`config.mk`:
```
export PLATFORM = sky130hd
export DESIGN_NAME = flash_status_ctl
export DESIGN_NICKNAME = d
export VERILOG_FILES = /design/src/rtl/flash_sr_pkg.sv /design/src/rtl/sr_spi_sync.sv /design/src/rtl/sr_cmd_fsm.sv /design/src/rtl/sr_status_core.sv /design/src/rtl/flash_status_ctl.sv
export SDC_FILE = /design/constraint.sdc
export NUM_CORES = 1
export LEC_CHECK = 0
export ABC_AREA = 0
export BUFFER_PORTS_ARGS = -buffer_cell sky130_fd_sc_hd__buf_2
export CAP_MARGIN = 15
export CORE_ASPECT_RATIO = 0.6
export CORE_MARGIN = 1.5
export CORE_UTILIZATION = 35
export CTS_CLUSTER_DIAMETER = 60
export DETAILED_ROUTE_END_ITERATION = 10
export GPL_TIMING_DRIVEN = 0
export PLACE_DENSITY = 0.57
export SYNTH_ARGS = -nofsm -noshare
export SYNTH_HDL_FRONTEND = slang
export SYNTH_SLANG_ARGS = --single-unit
```
`constraint.sdc`:
```
create_clock -name clk -period 2.7 [get_ports clk]
set_clock_uncertainty 0.15 [all_clocks]
set_input_delay 0.675 -clock clk [delete_from_list [all_inputs] [get_ports clk]]
set_output_delay 0.675 -clock clk [all_outputs]
set_load 0.1 [all_outputs]
```
`src/rtl/flash_sr_pkg.sv`:
```
package flash_sr_pkg;

    localparam logic [7:0] OP_RD_STATUS  = 8'h05;
    localparam logic [7:0] OP_WR_STATUS  = 8'h01;
    localparam logic [7:0] OP_SET_WEN    = 8'h06;
    localparam logic [7:0] OP_CLR_WEN    = 8'h04;

    localparam int unsigned SB_BUSY = 0;
    localparam int unsigned SB_WEN  = 1;
    localparam int unsigned SB_PL_LO = 2;
    localparam int unsigned SB_PL_HI = 4;
    localparam int unsigned SB_TOP  = 5;
    localparam int unsigned SB_LOCK = 7;

    typedef enum logic [2:0] {
        CMD_IDLE,
        CMD_OPCODE,
        CMD_DATA,
        CMD_ARMED,
        CMD_READ,
        CMD_SKIP
    } cmd_state_e;

    typedef enum logic {
        WR_IDLE,
        WR_BUSY
    } wr_state_e;

endpackage

```
`src/rtl/sr_spi_sync.sv`:
```
module sr_spi_sync #(
    parameter int unsigned SYNC_STAGES = 2
) (
    input  logic clk,
    input  logic rst_n,
    input  logic cs_n_i,
    input  logic sck_i,
    input  logic mosi_i,
    output logic sel_o,
    output logic sel_end_o,
    output logic sck_rise_o,
    output logic sck_fall_o,
    output logic mosi_o
);

    logic cs_s, sck_s, din_s;
    logic cs_prev, sck_prev;

    generate
        if (SYNC_STAGES <= 1) begin : g_single
            always_ff @(posedge clk or negedge rst_n) begin
                if (!rst_n) begin
                    cs_s  <= 1'b1;
                    sck_s <= 1'b0;
                    din_s <= 1'b0;
                end else begin
                    cs_s  <= cs_n_i;
                    sck_s <= sck_i;
                    din_s <= mosi_i;
                end
            end
        end else begin : g_chain
            logic [SYNC_STAGES-1:0] cs_p, sck_p, din_p;
            always_ff @(posedge clk or negedge rst_n) begin
                if (!rst_n) begin
                    cs_p  <= '1;
                    sck_p <= '0;
                    din_p <= '0;
                end else begin
                    cs_p  <= {cs_p[SYNC_STAGES-2:0], cs_n_i};
                    sck_p <= {sck_p[SYNC_STAGES-2:0], sck_i};
                    din_p <= {din_p[SYNC_STAGES-2:0], mosi_i};
                end
            end
            assign cs_s  = cs_p[SYNC_STAGES-1];
            assign sck_s = sck_p[SYNC_STAGES-1];
            assign din_s = din_p[SYNC_STAGES-1];
        end
    endgenerate

    always_ff @(posedge clk or negedge rst_n) begin
        if (!rst_n) begin
            cs_prev  <= 1'b1;
            sck_prev <= 1'b0;
        end else begin
            cs_prev  <= cs_s;
            sck_prev <= sck_s;
        end
    end

    assign sel_o      = ~cs_s;
    assign sel_end_o  = cs_s & ~cs_prev;
    assign sck_rise_o = ~cs_s & sck_s & ~sck_prev;
    assign sck_fall_o = ~cs_s & ~sck_s & sck_prev;
    assign mosi_o     = din_s;

endmodule

```
`src/rtl/sr_cmd_fsm.sv`:
```
module sr_cmd_fsm
    import flash_sr_pkg::*;
(
    input  logic       clk,
    input  logic       rst_n,
    input  logic       sel,
    input  logic       sel_end,
    input  logic       sck_rise,
    input  logic       sck_fall,
    input  logic       mosi,
    input  logic [7:0] status_i,
    output logic       req_set_wen,
    output logic       req_clr_wen,
    output logic       req_write,
    output logic [7:0] wr_data,
    output logic       miso_o,
    output logic       miso_oe_o
);

    cmd_state_e state, nxt;
    logic [2:0] bit_cnt;
    logic [7:0] shreg;
    logic [7:0] opc;
    logic [7:0] data_q;
    logic [7:0] snap;
    logic [2:0] rd_idx;
    logic       miso_q;
    logic [7:0] shifted;

    assign shifted = {shreg[6:0], mosi};

    always_ff @(posedge clk or negedge rst_n) begin
        if (!rst_n) state <= CMD_IDLE;
        else        state <= nxt;
    end

    always_comb begin
        nxt = state;
        unique case (state)
            CMD_IDLE:   if (sel) nxt = CMD_OPCODE;
            CMD_OPCODE: begin
                if (sel_end) nxt = CMD_IDLE;
                else if (sck_rise && bit_cnt == 3'd7) begin
                    unique case (shifted)
                        OP_RD_STATUS:             nxt = CMD_READ;
                        OP_WR_STATUS:             nxt = CMD_DATA;
                        OP_SET_WEN, OP_CLR_WEN:   nxt = CMD_ARMED;
                        default:                  nxt = CMD_SKIP;
                    endcase
                end
            end
            CMD_DATA: begin
                if (sel_end) nxt = CMD_IDLE;
                else if (sck_rise && bit_cnt == 3'd7) nxt = CMD_ARMED;
            end
            CMD_ARMED: begin
                if (sel_end) nxt = CMD_IDLE;
                else if (sck_rise) nxt = CMD_SKIP;
            end
            CMD_READ:   if (sel_end) nxt = CMD_IDLE;
            CMD_SKIP:   if (sel_end) nxt = CMD_IDLE;
            default:    nxt = CMD_IDLE;
        endcase
    end

    always_ff @(posedge clk or negedge rst_n) begin
        if (!rst_n) begin
            bit_cnt <= '0;
            shreg   <= '0;
            opc     <= '0;
            data_q  <= '0;
            snap    <= '0;
            rd_idx  <= 3'd7;
            miso_q  <= 1'b0;
        end else begin
            if (state == CMD_IDLE) begin
                bit_cnt <= '0;
                rd_idx  <= 3'd7;
            end else if (sck_rise && (state == CMD_OPCODE || state == CMD_DATA)) begin
                shreg   <= shifted;
                bit_cnt <= bit_cnt + 3'd1;
                if (bit_cnt == 3'd7) begin
                    if (state == CMD_OPCODE) opc    <= shifted;
                    else                     data_q <= shifted;
                end
            end else if (sck_fall && state == CMD_READ) begin
                if (rd_idx == 3'd7) begin
                    snap   <= status_i;
                    miso_q <= status_i[7];
                end else begin
                    miso_q <= snap[rd_idx];
                end
                rd_idx <= rd_idx - 3'd1;
            end
        end
    end

    always_comb begin
        req_set_wen = (state == CMD_ARMED) && sel_end && (opc == OP_SET_WEN);
        req_clr_wen = (state == CMD_ARMED) && sel_end && (opc == OP_CLR_WEN);
        req_write   = (state == CMD_ARMED) && sel_end && (opc == OP_WR_STATUS);
        wr_data     = data_q;
        miso_o      = miso_q;
        miso_oe_o   = (state == CMD_READ) && sel;
    end

    AST_REQ_EXCLUSIVE: assert property (@(posedge clk) disable iff (!rst_n)
        $onehot0({req_set_wen, req_clr_wen, req_write}));

    AST_REQ_ON_DESELECT: assert property (@(posedge clk) disable iff (!rst_n)
        (req_set_wen || req_clr_wen || req_write) |-> sel_end);

    AST_OE_WHILE_SELECTED: assert property (@(posedge clk) disable iff (!rst_n)
        miso_oe_o |-> sel);

    AST_READ_STARTS_AT_MSB: assert property (@(posedge clk) disable iff (!rst_n)
        $rose(state == CMD_READ) |-> rd_idx == 3'd7);

endmodule

```
`src/rtl/sr_status_core.sv`:
```
module sr_status_core
    import flash_sr_pkg::*;
#(
    parameter int unsigned BUSY_CYCLES = 40
) (
    input  logic       clk,
    input  logic       rst_n,
    input  logic       req_set_wen,
    input  logic       req_clr_wen,
    input  logic       req_write,
    input  logic [7:0] wr_data,
    input  logic       wprot_ok,
    input  logic       ext_busy,
    input  logic       ext_done,
    input  logic       ext_fail,
    output logic [7:0] status_o
);

    localparam int unsigned CNT_W = $clog2(BUSY_CYCLES + 1);
    localparam logic [CNT_W-1:0] CNT_LOAD = CNT_W'(BUSY_CYCLES);
    localparam logic [CNT_W-1:0] CNT_LAST = CNT_W'(1);

    wr_state_e  wr_state, wr_nxt;
    logic [CNT_W-1:0] cnt;
    logic [7:0] pend;
    logic       wen_q;
    logic [2:0] plevel_q;
    logic       top_q;
    logic       lock_q;
    logic       busy;
    logic       accept;
    logic       finish;

    assign busy   = (wr_state == WR_BUSY) || ext_busy;
    assign accept = req_write && !busy && wen_q && wprot_ok;
    assign finish = (wr_state == WR_BUSY) && (cnt == CNT_LAST);

    always_ff @(posedge clk or negedge rst_n) begin
        if (!rst_n) wr_state <= WR_IDLE;
        else        wr_state <= wr_nxt;
    end

    always_comb begin
        wr_nxt = wr_state;
        unique case (wr_state)
            WR_IDLE: if (accept) wr_nxt = WR_BUSY;
            WR_BUSY: if (finish) wr_nxt = WR_IDLE;
            default: wr_nxt = WR_IDLE;
        endcase
    end

    always_ff @(posedge clk or negedge rst_n) begin
        if (!rst_n) begin
            cnt      <= '0;
            pend     <= '0;
            wen_q    <= 1'b0;
            plevel_q <= '0;
            top_q    <= 1'b0;
            lock_q   <= 1'b0;
        end else begin
            if (accept) begin
                cnt  <= CNT_LOAD;
                pend <= wr_data;
            end else if (wr_state == WR_BUSY) begin
                cnt <= cnt - CNT_LAST;
            end
            if (finish) begin
                plevel_q <= pend[SB_PL_HI:SB_PL_LO];
                top_q    <= pend[SB_TOP];
                lock_q   <= pend[SB_LOCK];
            end
            if (finish || ext_done)            wen_q <= 1'b0;
            else if (req_set_wen && !busy)     wen_q <= 1'b1;
            else if (req_clr_wen && !busy)     wen_q <= 1'b0;
        end
    end

    always_comb begin
        status_o                   = '0;
        status_o[SB_BUSY]          = busy;
        status_o[SB_WEN]           = wen_q;
        status_o[SB_PL_HI:SB_PL_LO] = plevel_q;
        status_o[SB_TOP]           = top_q;
        status_o[SB_LOCK]          = lock_q;
    end

    AST_WEN_CLEARS_AT_END: assert property (@(posedge clk) disable iff (!rst_n)
        finish |=> !status_o[SB_WEN]);

    AST_BUSY_WHILE_WRITING: assert property (@(posedge clk) disable iff (!rst_n)
        (wr_state == WR_BUSY) |-> status_o[SB_BUSY]);

    AST_FIELDS_ONLY_AT_END: assert property (@(posedge clk) disable iff (!rst_n)
        !finish |=> $stable({status_o[7], status_o[5:2]}));

    AST_REJECT_KEEPS_ALL: assert property (@(posedge clk) disable iff (!rst_n)
        (req_write && wr_state == WR_IDLE && !(wprot_ok && wen_q) && !ext_done)
        |=> $stable(status_o[7:1]));

    AST_FAIL_KEEPS_WEN: assert property (@(posedge clk) disable iff (!rst_n)
        (ext_fail && !ext_done && !req_set_wen && !req_clr_wen && !finish)
        |=> $stable(status_o[SB_WEN]));

    AST_NO_START_WHEN_BUSY: assert property (@(posedge clk) disable iff (!rst_n)
        (wr_state == WR_BUSY && !finish) |=> wr_state == WR_BUSY && $stable(pend));

endmodule

```
`src/rtl/flash_status_ctl.sv`:
```
module flash_status_ctl #(
    parameter int unsigned BUSY_CYCLES = 40,
    parameter int unsigned SYNC_STAGES = 2
) (
    input  logic       clk,
    input  logic       rst_n,
    input  logic       spi_cs_n,
    input  logic       spi_sck,
    input  logic       spi_mosi,
    output logic       spi_miso,
    output logic       spi_miso_oe,
    input  logic       wprot_n,
    input  logic       ext_busy,
    input  logic       ext_done,
    input  logic       ext_fail,
    output logic [7:0] status_o
);

    logic       sel, sel_end, sck_rise, sck_fall, mosi_s;
    logic       req_set_wen, req_clr_wen, req_write;
    logic [7:0] wr_data;

    sr_spi_sync #(.SYNC_STAGES(SYNC_STAGES)) u_sync (
        .clk        (clk),
        .rst_n      (rst_n),
        .cs_n_i     (spi_cs_n),
        .sck_i      (spi_sck),
        .mosi_i     (spi_mosi),
        .sel_o      (sel),
        .sel_end_o  (sel_end),
        .sck_rise_o (sck_rise),
        .sck_fall_o (sck_fall),
        .mosi_o     (mosi_s)
    );

    sr_cmd_fsm u_cmd (
        .clk         (clk),
        .rst_n       (rst_n),
        .sel         (sel),
        .sel_end     (sel_end),
        .sck_rise    (sck_rise),
        .sck_fall    (sck_fall),
        .mosi        (mosi_s),
        .status_i    (status_o),
        .req_set_wen (req_set_wen),
        .req_clr_wen (req_clr_wen),
        .req_write   (req_write),
        .wr_data     (wr_data),
        .miso_o      (spi_miso),
        .miso_oe_o   (spi_miso_oe)
    );

    sr_status_core #(.BUSY_CYCLES(BUSY_CYCLES)) u_core (
        .clk         (clk),
        .rst_n       (rst_n),
        .req_set_wen (req_set_wen),
        .req_clr_wen (req_clr_wen),
        .req_write   (req_write),
        .wr_data     (wr_data),
        .wprot_ok    (wprot_n),
        .ext_busy    (ext_busy),
        .ext_done    (ext_done),
        .ext_fail    (ext_fail),
        .status_o    (status_o)
    );

    AST_RESERVED_LOW: assert property (@(posedge clk) disable iff (!rst_n)
        $rose(spi_miso_oe) |-> !status_o[6]);

endmodule

```
## Word level (Yosys, flattened, before mapping)

Cells that the tools add are included.

- Flip-flop bits (word level): 69
- Bits in latches: 0
- RAM bits: 0
- ROM bits: 0
- Input port bits: 9
- Output and inout port bits: 10
- Logic and storage cells: 116
- Memories kept: 0

- Add/sub/neg operators: 3
- $mul: 0
- Div/mod/pow operators: 0
- $lt $le $gt $ge: 1
- Eq/ne operators: 21
- Shift-type cells: 0
- Mux-type cells: 26
- Bitwise gates (word level): 13
- Reductions and logical operators: 32

Operator list:

| operator | count |
|---|---|
| 8-bit by 3-bit equality test with 1-bit output, second input constant | 5 |
| 3-bit 2-to-1 mux | 13 |
| 8-bit by 1-bit equality test with 1-bit output, second input constant | 2 |
| 3-bit one-hot mux with 5 select lines | 1 |
| 1-bit logical AND | 14 |
| 3-bit equality test, second input constant | 4 |
| 6-bit 2-to-1 mux | 2 |
| 4-bit AND reduction | 3 |
| 3-bit by 1-bit inequality test with 1-bit output, second input constant | 3 |
| 3-bit one-hot mux with 3 select lines | 1 |
| 1-bit NOT | 8 |
| 1-bit 2-to-1 mux | 7 |
| 3-bit by 2-bit equality test with 1-bit output, second input constant | 2 |
| 6-bit by 1-bit equality test with 1-bit output, second input constant | 1 |
| 2-bit nonzero test | 3 |
| 6-bit by 1-bit subtractor with 6-bit output, second input constant | 1 |
| 1-bit AND | 5 |
| 5-bit AND reduction | 1 |
| 3-bit by 4-bit less-than comparator with 1-bit output, second input constant | 1 |
| 2-bit by 1-bit inequality test with 1-bit output, second input constant | 2 |
| 2-bit AND reduction | 2 |
| 2-bit OR reduction | 2 |
| 3-bit by 1-bit adder with 3-bit output, second input constant | 1 |
| 1-bit binary-select mux with 3-bit select | 1 |
| 9 further kinds | 11 |

## Logic depth before layout (Yosys ltp)

- Word-level depth: 9
- Mapped depth: 6
- Gate-level depth less buffers: 5

## Cells and area by module

Synthesis repeated with hierarchy kept, for this count alone.

- Cell total of the unflattened synthesis: 237
- Area total of the unflattened synthesis: 3094.2 µm²

Modules (own cells, without submodules):

| module | times used | cells an instance | area each (µm²) | sequential area each (µm²) |
|---|---|---|---|---|
| sr_cmd_fsm | 1 | 157 | 2001.9 | 1029.7 |
| sr_status_core | 1 | 68 | 863.3 | 450.4 |
| sr_spi_sync | 1 | 12 | 229.0 | 203.9 |

## Least setup slack after synthesis

Ideal clock, no wire load.

- Kind: flip-flop to flip-flop
- Start: register u_cmd.state[1]
- End: register u_cmd.snap[2]
- Setup time: 0.128 ns
- Arrival: 3.089 ns
- Required time: 2.422 ns
- Slack: -0.667 ns
- Cell stages (with the launch flop): 5
- Path buffers: 1
- Clock period less this slack: 3.367 ns
- Path through: dfrtp_1 > nor4b_2 > and4_1 > buf_4 > mux2_1

- Longest elaborated chain between the ends: 5
- Elaborated cells between the ends (all ways): 10
- Classes of those cells: eq/ne: 3; bitwise: 2; reduce/logical: 5

RTL lines:

| element | RTL line | source |
|---|---|---|
| from (decl) | sr_cmd_fsm.sv:20 | `cmd_state_e state, nxt;` |
| from (signal assigned) | sr_cmd_fsm.sv:34 | `else state <= nxt;` |
| 3-bit by 1-bit equality test with 1-bit output or 3-bit by 2-bit equality test with 1-bit output (tied branches) | sr_cmd_fsm.sv:79 | `end else if (sck_rise && (state == CMD_OPCODE \|\| state == CMD_DATA)) begin` |
| 1-bit logical OR | sr_cmd_fsm.sv:79 |  |
| 1-bit logical AND | sr_cmd_fsm.sv:79 |  |
| 1-bit NOT (no source line) | -- |  |
| 4-bit AND reduction (no source line) (*) | -- |  |
| to (signal assigned) | sr_cmd_fsm.sv:88 | `snap <= status_i;` |
| to (decl) | sr_cmd_fsm.sv:25 | `logic [7:0] snap;` |

Mark *: on every way between the ends. The rest lies on a longest branch, timed or not.
A chain may end at the register's enable or synchronous reset.

## Worst setup path after layout

- Start: register u_cmd.state[1]
- End: output port spi_miso_oe

- Longest elaborated chain between the ends: 2

RTL lines:

| element | RTL line | source |
|---|---|---|
| 3-bit equality test | sr_cmd_fsm.sv:104 | `miso_oe_o = (state == CMD_READ) && sel;` |
| 1-bit logical AND | sr_cmd_fsm.sv:104 |  |
| to (decl) | flash_status_ctl.sv:11 | `output logic spi_miso_oe,` |

Every way passes these cells.

==> metrics.txt <==
family with the most delay on the worst path=buffers and inverters; CP Launch Type=flip-flop; vias per cell=4.74; Final Hold Viols=0; Max Buffers Root-to-Sink=2; Std-Cell Core Area=7980 um^2; global-route wire length before repair=9030 um; net count after synthesis=229; WHS=201 ps; Iter 0 DRT Violations=77; total via count after detailed routing=1679; type of the worst setup path=flip-flop to output pin; Routed wire per std cell=15.1 um; standard cell with the maximum stage delay on the critical path=sky130_fd_sc_hd__buf_2; number of pins exceeding their max-slew limit in the final report=0; number of antenna violations at the first check in global routing=0; share of flip-flops with an asynchronous set or reset=100%; layout cells sized above 1=33.3%; Final setup violation count=0; net total in the final layout=256; number of sinks on the clock net=63; Leakage=1.62 nW; EDFF count, synth=0; Netlist cell types=50; TritonCTS Buffers=9; post-synthesis average cell area=13.6 um^2; arrival time at the worst endpoint=1650 ps; Max IR drop VDD=0.000525 V; Crit. Startpoint=u_cmd.state[1]$_DFFE_PN0P_; Placed Instance Area=3150 um^2; portion of synthesized cell area occupied by the leading cell type=48.9%; total detailed-routing wirelength=5360 um; portion of the post-synthesis area used by sequential elements=54.3%; all-layer global routing usage=14.1%; post-place setup slack=383 ps; Synth Flop Type=sky130_fd_sc_hd__dfrtp_1; startpoint of the most critical hold path=u_sync.g_chain.din_p[0]$_DFF_PN0_; half-perimeter wire length of the detailed placement result=3730 um; minimum clock period=2470 ps; max_slew headroom=47.1%; ANT nets after route=0; final-layout setup total negative slack=0 ps; number of buffers and inverters on the critical path=1; RSZ-0062 raised after global routing=false; Fmax achieved=404 MHz; Max FO, Critical Path=4; max cap viols=0; initial cell density of the core=36.6%; required time of the worst setup path=1880 ps; length of the first detailed-routing pass in iterations=4; nature of the critical path endpoint=output pin; commonest cells after routing, fill and taps aside=57 x sky130_fd_sc_hd__dfrtp_1, 15 x sky130_fd_sc_hd__mux2_1, 15 x sky130_fd_sc_hd__buf_2; Yosys top cell by area=sky130_fd_sc_hd__dfrtp_1; largest cells by area after synthesis=sky130_fd_sc_hd__dfrtp_1 49%, sky130_fd_sc_hd__mux2_1 5.8%, sky130_fd_sc_hd__mux2_4 5.7%; gate count after technology mapping=214; Synth Register Bits=63; critical register-to-register path startpoint=u_sync.g_chain.cs_p[1]$_DFF_PN1_; actual slew at the worst max-slew pin=793 ps; type of the worst min-delay path=flip-flop to flip-flop; clock tree from TritonCTS=done; clk slew on worst S/H paths=50 ps; crit-path max cell delay=490 ps; pin count of the biggest net entering global routing=64; clk_lat worst skew=330 ps; critical-path cell list=nor4b_4 -> buf_2; total number of placement rows=25; number of synthesis warnings=0; result of the run=completed; number of global-route vias before repair=1693; final weighted congestion in routability-driven placement=0.793; finished layout cell area=3420 um^2; die height=73.7 um; width of the chip=121 um; fraction of the cycle the final worst path needs=91.6%; Hold Buf Count CTS=0; Layout Area Growth over Synthesis=17.1%; DRC errors left=0; n_diodes=0; CTS HTree Levels=3; sum of overflow across all layers after global routing=0; root buffer selected by CTS=sky130_fd_sc_hd__clkbuf_16; Worst Setup Slack, final=226 ps; post-cts sizing count=0; # Post-CTS Setup Buffers=0; Die Area=8920 um^2; PortBufs=16; most common library cell in the layout ignoring fill and taps=sky130_fd_sc_hd__dfrtp_1; top-level I/O count=19; cell area after synthesis=2920 um^2; PwrDens=692 nW/um^2
-- cell usage after synthesis, types with 3 or more instances --
library cell / n
sky130_fd_sc_hd__inv_1: 7
sky130_fd_sc_hd__nand2_1: 8
sky130_fd_sc_hd__buf_4: 8
sky130_fd_sc_hd__mux2_2: 13
sky130_fd_sc_hd__buf_6: 4
sky130_fd_sc_hd__nor4b_2: 3
sky130_fd_sc_hd__mux2_1: 15
sky130_fd_sc_hd__nor2b_1: 3
sky130_fd_sc_hd__mux2_4: 11
sky130_fd_sc_hd__nor2_1: 13
sky130_fd_sc_hd__a21oi_1: 3
sky130_fd_sc_hd__ha_1: 6
sky130_fd_sc_hd__xor2_1: 4
sky130_fd_sc_hd__nand3_1: 4
sky130_fd_sc_hd__xnor2_1: 4
sky130_fd_sc_hd__dfstp_2: 6
sky130_fd_sc_hd__nand2b_1: 4
sky130_fd_sc_hd__dfrtp_1: 57
sky130_fd_sc_hd__o21ai_0: 3
-- state kept, by name (all words and copies together), names as in the netlist, 5 cells and up --
| signal | cells |
|---|---|
| u_cmd.wr_data | 5 |
| u_cmd.shreg | 7 |
| u_cmd.snap | 7 |
| u_core.cnt | 6 |
| u_cmd.opc | 8 |
| u_core.pend | 5 |
-- final timing paths --
| path | cells past startpoint | to | slack, ps |
|---|---|---|---|
| setup / recovery | 2 | spi_miso_oe | 230 |
| hold / removal | 0 | u_sync.g_chain.din_p[1]$_DFF_PN0_ | 200 |
| setup reg to reg | 5 | u_core.pend[5]$_DFFE_PN0P_ | 670 |
| hold reg to reg | 0 | u_sync.g_chain.din_p[1]$_DFF_PN0_ | 200 |
| max in group asynchronous | 1 | u_core.cnt[0]$_DFFE_PN0P_ | 1600 |
| min in group asynchronous | 1 | u_cmd.snap[7]$_DFFE_PN0P_ | 280 |
-- cell families (layout without fill, tap and decap cells) --
logic type | Yosys count | after routing | share of synthesized area, %
buf+inv | 21 | 53 | 4.76
mux | 42 | 42 | 17.9
fa+ha+maj | 6 | 6 | 2.57
other cells | 1 | 1 | 0.128
xor+xnor | 8 | 8 | 2.40
simple gates | 58 | 58 | 14.4
compound gates | 15 | 15 | 3.56
flops | 63 | 63 | 54.3
-- report_power, final --
part / internal [mW] / switching, mW / total, mW
combinational: 0.100 / 0.111 / 0.212
sequential: 1.02 / 0.0782 / 1.10
clock: 0.670 / 0.387 / 1.06
total: 1.79 / 0.577 / 2.37
-- metrics by stage --
step / utilization [%] / std cells / power, mW
3_3_place_gp: 39.4 / 338 / 1.32
5_1_grt: 42.9 / 354 / 2.48
6_report: 42.9 / 354 / 2.37
2_1_floorplan: - / 214 / 1.25
3_5_place_dp: 39.4 / 338 / 1.33
4_1_cts: 42.9 / 354 / 2.41
-- per-layer routing --
| layer | wire length [um] | track usage [%] |
|---|---|---|
| met1 | 2950 | 20.9 |
| met2 | 2000 | 17.2 |
| met3 | 333 | 6.37 |
| met4 | 76 | 5.88 |
| met5 | 0 | 0 |
-- cell type report --
cell class / instances / area (um^2)
Clock buffer: 15 / 268
Sequential cell: 63 / 1580
Timing Repair Buffer: 16 / 82.6
Tap cell: 108 / 135
Multi-Input combinational cell: 130 / 1200
Clock inverter: 1 / 5.00
Fill cell: 750 / 4560
Inverter: 7 / 26.3
Buffer: 14 / 113
Power figures use the tool's default switching activity.
